File: src/rtl/sar_seq_pkg.sv
package sar_seq_pkg;

  typedef enum logic [2:0] {
    S_HALT  = 3'd0,
    S_ARMED = 3'd1,
    S_RUN   = 3'd2,
    S_DONE  = 3'd3,
    S_CUT   = 3'd4
  } seq_state_t;

endpackage

File: src/rtl/sar_clk_edges.sv
module sar_clk_edges (
  input  logic clk,
  input  logic rst_n,
  input  logic cclk_i,
  output logic rise_o,
  output logic fall_o
);

  logic cclk_q;

  always_ff @(posedge clk or negedge rst_n) begin
    if (!rst_n) cclk_q <= 1'b0;
    else        cclk_q <= cclk_i;
  end

  assign rise_o = cclk_i & ~cclk_q;
  assign fall_o = ~cclk_i & cclk_q;

endmodule

File: src/rtl/sar_frame_ctl.sv
module sar_frame_ctl
  import sar_seq_pkg::*;
#(
  parameter int NBITS = 16
) (
  input  logic clk,
  input  logic rst_n,
  input  logic convert_i,
  input  logic short_n_i,
  input  logic cclk_i,
  input  logic rise_i,
  input  logic fall_i,
  output logic status_o,
  output logic gclk_o,
  output logic ev_clear_o,
  output logic ev_first_o,
  output logic ev_step_o,
  output logic ev_cut_o
);

  localparam int PULSES = NBITS + 1;
  localparam int CW     = $clog2(PULSES + 1);
  localparam logic [CW-1:0] LAST = CW'(PULSES);

  seq_state_t state_q, state_d;
  logic [CW-1:0] pcnt_q, pcnt_d;
  logic status_q, status_d;
  logic gclk_q;
  logic frame_end_w, cut_req_w;

  assign frame_end_w = fall_i && (pcnt_q == LAST);
  assign cut_req_w   = fall_i && (pcnt_q != LAST) && !short_n_i;

  always_comb begin
    state_d = state_q;
    case (state_q)
      S_HALT:  if (!convert_i) state_d = S_ARMED;
      S_ARMED: begin
        if (convert_i)   state_d = S_HALT;
        else if (rise_i) state_d = S_RUN;
      end
      S_RUN: begin
        if (convert_i)        state_d = S_HALT;
        else if (frame_end_w) state_d = S_DONE;
        else if (cut_req_w)   state_d = S_CUT;
      end
      S_DONE, S_CUT: if (convert_i) state_d = S_HALT;
      default: state_d = S_HALT;
    endcase
  end

  always_comb begin
    pcnt_d = pcnt_q;
    if (state_d == S_HALT || state_d == S_ARMED) pcnt_d = '0;
    else if (rise_i && (state_q == S_ARMED || state_q == S_RUN) && state_d == S_RUN)
      pcnt_d = pcnt_q + 1'b1;
  end

  always_comb begin
    status_d = status_q;
    if (state_d == S_HALT)                                    status_d = 1'b0;
    else if (state_q == S_ARMED && state_d == S_RUN)          status_d = 1'b1;
    else if (state_q == S_RUN && state_d == S_RUN && rise_i && pcnt_d == LAST)
                                                              status_d = 1'b0;
    else if (state_d == S_CUT)                                status_d = short_n_i;
  end

  always_ff @(posedge clk or negedge rst_n) begin
    if (!rst_n) begin
      state_q  <= S_DONE;
      pcnt_q   <= '0;
      status_q <= 1'b0;
      gclk_q   <= 1'b0;
    end else begin
      state_q  <= state_d;
      pcnt_q   <= pcnt_d;
      status_q <= status_d;
      gclk_q   <= (state_d == S_RUN) && cclk_i;
    end
  end

  assign ev_clear_o = (state_d == S_HALT);
  assign ev_first_o = (state_q == S_ARMED) && (state_d == S_RUN);
  assign ev_step_o  = (state_q == S_RUN) && (state_d == S_RUN) && rise_i;
  assign ev_cut_o   = (state_q == S_RUN) && (state_d == S_CUT);
  assign status_o   = status_q;
  assign gclk_o     = gclk_q;

  AST_HALT_QUIET: assert property (@(posedge clk) disable iff (!rst_n)
    (state_q == S_HALT) |-> (!status_q && !gclk_q));

  AST_PULSE_LIMIT: assert property (@(posedge clk) disable iff (!rst_n)
    pcnt_q <= LAST);

  AST_STATUS_FIRST: assert property (@(posedge clk) disable iff (!rst_n)
    (state_q == S_ARMED && rise_i && !convert_i) |=> status_q);

  AST_CUT_QUIET: assert property (@(posedge clk) disable iff (!rst_n)
    (state_q == S_CUT) |-> !gclk_q);

  AST_ABORT_DROPS: assert property (@(posedge clk) disable iff (!rst_n)
    ((state_q == S_ARMED || state_q == S_RUN) && convert_i) |=> (state_q == S_HALT && !status_q));

  AST_CUT_HOLDS: assert property (@(posedge clk) disable iff (!rst_n)
    (state_q == S_CUT && !convert_i) |=> (state_q == S_CUT));

endmodule

File: src/rtl/sar_bit_engine.sv
module sar_bit_engine #(
  parameter int NBITS = 16
) (
  input  logic             clk,
  input  logic             rst_n,
  input  logic             ev_clear_i,
  input  logic             ev_first_i,
  input  logic             ev_step_i,
  input  logic             ev_cut_i,
  input  logic             cmp_ge_i,
  output logic [NBITS-1:0] trial_o,
  output logic [NBITS-1:0] raw_o,
  output logic             ser_o
);

  localparam logic [NBITS-1:0] TOP_BIT = {1'b1, {(NBITS-1){1'b0}}};

  logic [NBITS-1:0] trial_q, ptr_q, raw_q;
  logic             ser_q;
  logic [NBITS-1:0] decided_w, next_ptr_w, cut_word_w;

  function automatic logic [NBITS-1:0] settle_bit(
    input logic [NBITS-1:0] word,
    input logic [NBITS-1:0] pend,
    input logic             keep
  );
    return keep ? word : (word & ~pend);
  endfunction

  assign decided_w  = settle_bit(trial_q, ptr_q, cmp_ge_i);
  assign next_ptr_w = ptr_q >> 1;
  assign cut_word_w = settle_bit(trial_q, ptr_q, 1'b0);

  always_ff @(posedge clk or negedge rst_n) begin
    if (!rst_n) begin
      trial_q <= '0;
      ptr_q   <= '0;
      raw_q   <= '0;
      ser_q   <= 1'b0;
    end else if (ev_clear_i) begin
      trial_q <= '0;
      ptr_q   <= '0;
      ser_q   <= 1'b0;
    end else if (ev_first_i) begin
      trial_q <= TOP_BIT;
      ptr_q   <= TOP_BIT;
      ser_q   <= 1'b0;
    end else if (ev_step_i) begin
      trial_q <= decided_w | next_ptr_w;
      ptr_q   <= next_ptr_w;
      ser_q   <= cmp_ge_i;
      if (ptr_q[0]) raw_q <= decided_w;
    end else if (ev_cut_i) begin
      trial_q <= cut_word_w;
      ptr_q   <= '0;
      raw_q   <= cut_word_w;
    end
  end

  assign trial_o = trial_q;
  assign raw_o   = raw_q;
  assign ser_o   = ser_q;

  AST_PTR_ONEHOT: assert property (@(posedge clk) disable iff (!rst_n)
    $onehot0(ptr_q));

  AST_CUT_NO_PENDING: assert property (@(posedge clk) disable iff (!rst_n)
    ev_cut_i |=> (ptr_q == '0));

endmodule

File: src/rtl/sar_conv_seq.sv
module sar_conv_seq #(
  parameter int NBITS = 16
) (
  input  logic             clk,
  input  logic             rst_n,
  input  logic             convert_i,
  input  logic             cclk_i,
  input  logic             cmp_ge_i,
  input  logic             short_n_i,
  input  logic             twos_sel_i,
  output logic [NBITS-1:0] trial_o,
  output logic             status_o,
  output logic             gclk_o,
  output logic             ser_o,
  output logic             msb_n_o,
  output logic [NBITS-1:0] code_o
);

  logic cclk_rise_w, cclk_fall_w;
  logic ev_clear_w, ev_first_w, ev_step_w, ev_cut_w;
  logic [NBITS-1:0] raw_w;

  function automatic logic [NBITS-1:0] encode_out(
    input logic [NBITS-1:0] raw,
    input logic             twos
  );
    return twos ? {~raw[NBITS-1], raw[NBITS-2:0]} : raw;
  endfunction

  sar_clk_edges u_edges (
    .clk    (clk),
    .rst_n  (rst_n),
    .cclk_i (cclk_i),
    .rise_o (cclk_rise_w),
    .fall_o (cclk_fall_w)
  );

  sar_frame_ctl #(.NBITS(NBITS)) u_ctl (
    .clk        (clk),
    .rst_n      (rst_n),
    .convert_i  (convert_i),
    .short_n_i  (short_n_i),
    .cclk_i     (cclk_i),
    .rise_i     (cclk_rise_w),
    .fall_i     (cclk_fall_w),
    .status_o   (status_o),
    .gclk_o     (gclk_o),
    .ev_clear_o (ev_clear_w),
    .ev_first_o (ev_first_w),
    .ev_step_o  (ev_step_w),
    .ev_cut_o   (ev_cut_w)
  );

  sar_bit_engine #(.NBITS(NBITS)) u_bits (
    .clk        (clk),
    .rst_n      (rst_n),
    .ev_clear_i (ev_clear_w),
    .ev_first_i (ev_first_w),
    .ev_step_i  (ev_step_w),
    .ev_cut_i   (ev_cut_w),
    .cmp_ge_i   (cmp_ge_i),
    .trial_o    (trial_o),
    .raw_o      (raw_w),
    .ser_o      (ser_o)
  );

  assign msb_n_o = ~trial_o[NBITS-1];
  assign code_o  = encode_out(raw_w, twos_sel_i);

  AST_EVENTS_EXCLUSIVE: assert property (@(posedge clk) disable iff (!rst_n)
    $onehot0({ev_clear_w, ev_first_w, ev_step_w, ev_cut_w}));

  AST_NO_GCLK_IN_HALT: assert property (@(posedge clk) disable iff (!rst_n)
    ($past(convert_i) && convert_i) |-> !gclk_o);

endmodule

File: config.mk
export PLATFORM = sky130hd
export DESIGN_NAME = sar_conv_seq
export DESIGN_NICKNAME = d
export VERILOG_FILES = /design/src/rtl/sar_seq_pkg.sv /design/src/rtl/sar_clk_edges.sv /design/src/rtl/sar_frame_ctl.sv /design/src/rtl/sar_bit_engine.sv /design/src/rtl/sar_conv_seq.sv
export SDC_FILE = /design/constraint.sdc
export NUM_CORES = 1
export LEC_CHECK = 0
export ABC_CLOCK_PERIOD_IN_PS = 2600
export BUFFER_PORTS_ARGS = -buffer_cell sky130_fd_sc_hd__buf_2
export CAP_MARGIN = 25
export CORE_AREA = 2 2 77 79
export DETAILED_ROUTE_END_ITERATION = 8
export DIE_AREA = 0 0 79 81
export PLACE_DENSITY = 0.76
export SYNTH_ARGS = -nofsm -noshare
export SYNTH_HDL_FRONTEND = slang
export SYNTH_SLANG_ARGS = --single-unit
File: constraint.sdc
create_clock -name clk -period 2.6 [get_ports clk]
set_input_delay 0.39 -clock clk [delete_from_list [all_inputs] [get_ports clk]]
set_output_delay 0.39 -clock clk [all_outputs]
set_load 0.005 [all_outputs]
==> impl_metrics.ini <==
[clock_network]
ctsHoldBuffers = 0
clock-sinks = 60
cts_root_buf = clkbuf_8
cts_buffers = 9
clock_latency_ns = 0.34
htreeDepth = 3
ctsResizeCount = 0
cts_max_path_buffers = 2
post_cts_buffers = 0
clkTransAtPathRegs_ns = 0.07
cts_tree = done

[finish]
syn_to_final_growth_pct = 11.0
drive_gt1_share_pct = 29.2
insertedDiodeCount = 0
fin_nets = 323

[detailed_routing]
via_count = 2331
first_pass_iters = 4
postRouteAntennaNets = 0
wl_um = 6580
viasPerCell = 5.92
drt-initial-drc-count = 131
drc = 0
wl_per_cell_um = 16.7

[worst_setup_path]
criticalPathCategory = flop to flop
worstSetupEndpointType = flop
cp_max_fo = 15
crit_required_ns = 2.82
cp.arrival_ns = 2.39
start_kind = flop

[die]
die_area_sq_um = 6400
rows = 28
io_pins = 43
start_util_pct = 54.5
core_area_sq_um = 5680
fp.dieH_um = 81
die_w_um = 79

[logic_synthesis]
synth-main-ff-cell = dfrtp_1
synth_area_per_cell_sq_um = 10.8
yosys.area.top_type = dfrtp_1
synth_nets = 295
yosysUniqueCellTypes = 50
yosys-top-cells-area = dfrtp_1 (47%), a32o_1 (4.9%), mux2_4 (4.4%), buf_4 (4.1%), a21boi_0 (3.6%)
synth.top_cell.area_share_pct = 46.9
netlist_instances = 286
syn_area_sq_um = 3090
synth_seq_cells = 60
yosysWarnings = 0
synth-seq-area-share_pct = 48.6
async_flop_share_pct = 100
synth_edf_count = 0

[sta]
fin_skew_ns = 0.00422
hold_ws_ns = 0.197
finalMaxSlewViolations = 0
hold_violations = 0
fin_setup_tns_ns = 0
tightestPinTransition_ns = 0.750
rsz0062_at_grt = no
setup_viol = 0
fin_crit_ns = 2.17
maxSlewHeadroom_pct = 50.0
fmax_ghz = 0.461
fin_crit_sh_pct = 83.4

[grt]
grt_pass1_vias = 2187
grt_pass1_wl_um = 11000
grtUsageTotal_pct = 22.1
grt_overflow = 0
antenna_found_initial = 0
grt_max_degree = 61

[place]
gp_congestion = 0.897
hpwl_um = 4260
port_buffers = 42

[power]
power_density_nw_per_um2 = 536
seqPwrFrac_pct = 52.4
clockPowerShare_pct = 40.2
p_int_uw = 1360
vdd_ir_drop_max_uv = 310
cellLeakagePower_uw = 0.00154
switchingPower_uw = 478
comb_power_share_pct = 7.5
switching_share_pct = 26.0

[flow_run]
cap_violations = 0

[min_path]
holdCritPathClass = input pin to async pin

[outcome]
status = completed
==> cell usage in the layout, fill, tap and decap left out, types with 2 or more instances in the layout <==
cell	n
clkbuf_1	2
nand4bb_1	3
nand4_1	15
o21ai_0	22
ha_1	2
and2_1	2
xor2_1	2
a21o_1	2
a21oi_1	22
inv_1	5
dfrtp_1	58
buf_2	42
nor2b_1	2
a2111oi_0	2
mux2_4	9
dfstp_2	2
nand3_1	4
clkbuf_8	10
nand2b_1	4
o22ai_1	2
nand2_1	22
mux2_2	7
nor3_1	2
xnor2_1	4
clkinvlp_4	2
a32o_1	15
clkinv_2	2
a21boi_0	15
nor2_1	7
buf_4	8
==> path summary, 6_finish.rpt <==
check | start | to | slack, ns | cells past startpoint
max in group asynchronous | rst_n | u_bits.raw_o[2] | 1.91 | 2
max reg2reg | u_ctl.state_q[2] | u_bits.trial_o[10] | 0.43 | 4
min reg2reg | u_bits.raw_o[2] | u_bits.raw_o[2] | 0.51 | 1
min | rst_n | u_bits.raw_o[9] | 0.20 | 2
min in group clk | cclk_i | u_edges.cclk_q | 0.27 | 1
max | u_ctl.state_q[2] | u_bits.trial_o[10] | 0.43 | 4
==> area by class of cell <==
cell class / instances / area (sq um)
multi-input combinational: 187 / 1360
sequential: 60 / 1500
timing repair buffer: 51 / 290
tap: 75 / 93.8
fill: 501 / 2240
inverter: 5 / 18.8
clock buffer: 12 / 145
clock inverter: 4 / 25.0
==> layer usage <==
metal | up-vias | part of all wire [%] | GRT usage [%]
met5 | - | 0 | 0
met4 | 0 | 1.6 | 11.0
met3 | 9 | 4.5 | 3.56
met2 | 64 | 50 | 34.7
met1 | 1160 | 44 | 29.8
li1 | 1098 | - | -
==> kinds of logic after synthesis <==
| kind of cell | synth area share [%] |
|---|---|
| compound gates | 19.6 |
| simple gates | 14.5 |
| flops | 48.6 |
| buf+inv | 7.52 |
| mux | 7.24 |
| xor+xnor | 1.70 |
| fa+ha+maj | 0.809 |
==> state kept, by name, summed over array words and instances (netlist names) <==
| name | flops |
|---|---|
| u_bits.ptr_q | 16 |
| u_bits.raw_o | 16 |
| u_bits.ser_o | 1 |
| u_bits.trial_o | 16 |
| u_ctl.gclk_o | 1 |
| u_ctl.pcnt_q | 5 |
| u_ctl.state_q | 3 |
| u_ctl.status_o | 1 |
| u_edges.cclk_q | 1 |
==> through the flow <==
step	power (uW)	util, %	setup slack, ns	instance area [sq um]	std cells
finish	1840	60.5	0.433	3430	394
global route	1910	60.5	0.268	3430	394
CTS	1860	60.5	0.423	3430	394
detailed placement	1120	57.5	0.423	3260	378
global placement	1120	57.5	0.452	3260	378
floorplan	1070	-	0.559	3090	286
==> power by group through the flow <==
stage                     Sequential (uW)  Clock, uW  Combinational [uW]
after floorplan                       972          0                96.3
after global placement                979          0                 138
after detailed placement              980          0                 138
after CTS                             963        757                 139
after global routing                  965        795                 154
final                                 964        739                 137
==> cells in the mapped netlist, types with 3 or more instances <==
cell type	n
mux2_4	9
nor2_1	7
o21ai_0	22
nand4bb_1	3
nand2b_1	4
inv_1	5
dfrtp_1	58
nand4_1	15
clkbuf_1	7
a21oi_1	22
nand3_1	4
a21boi_0	15
mux2_2	7
buf_4	17
buf_2	9
nand2_1	22
xnor2_1	4
a32o_1	15
==> worst max-delay path, stage by stage, from the launching register on <==
cell	delay [ns]
dfrtp_1	0.54
nor4b_2	0.50
nand2b_1	0.24
and2_1	0.43
a32o_1	0.34
Note: power is estimated with default switching activity, not from simulation.
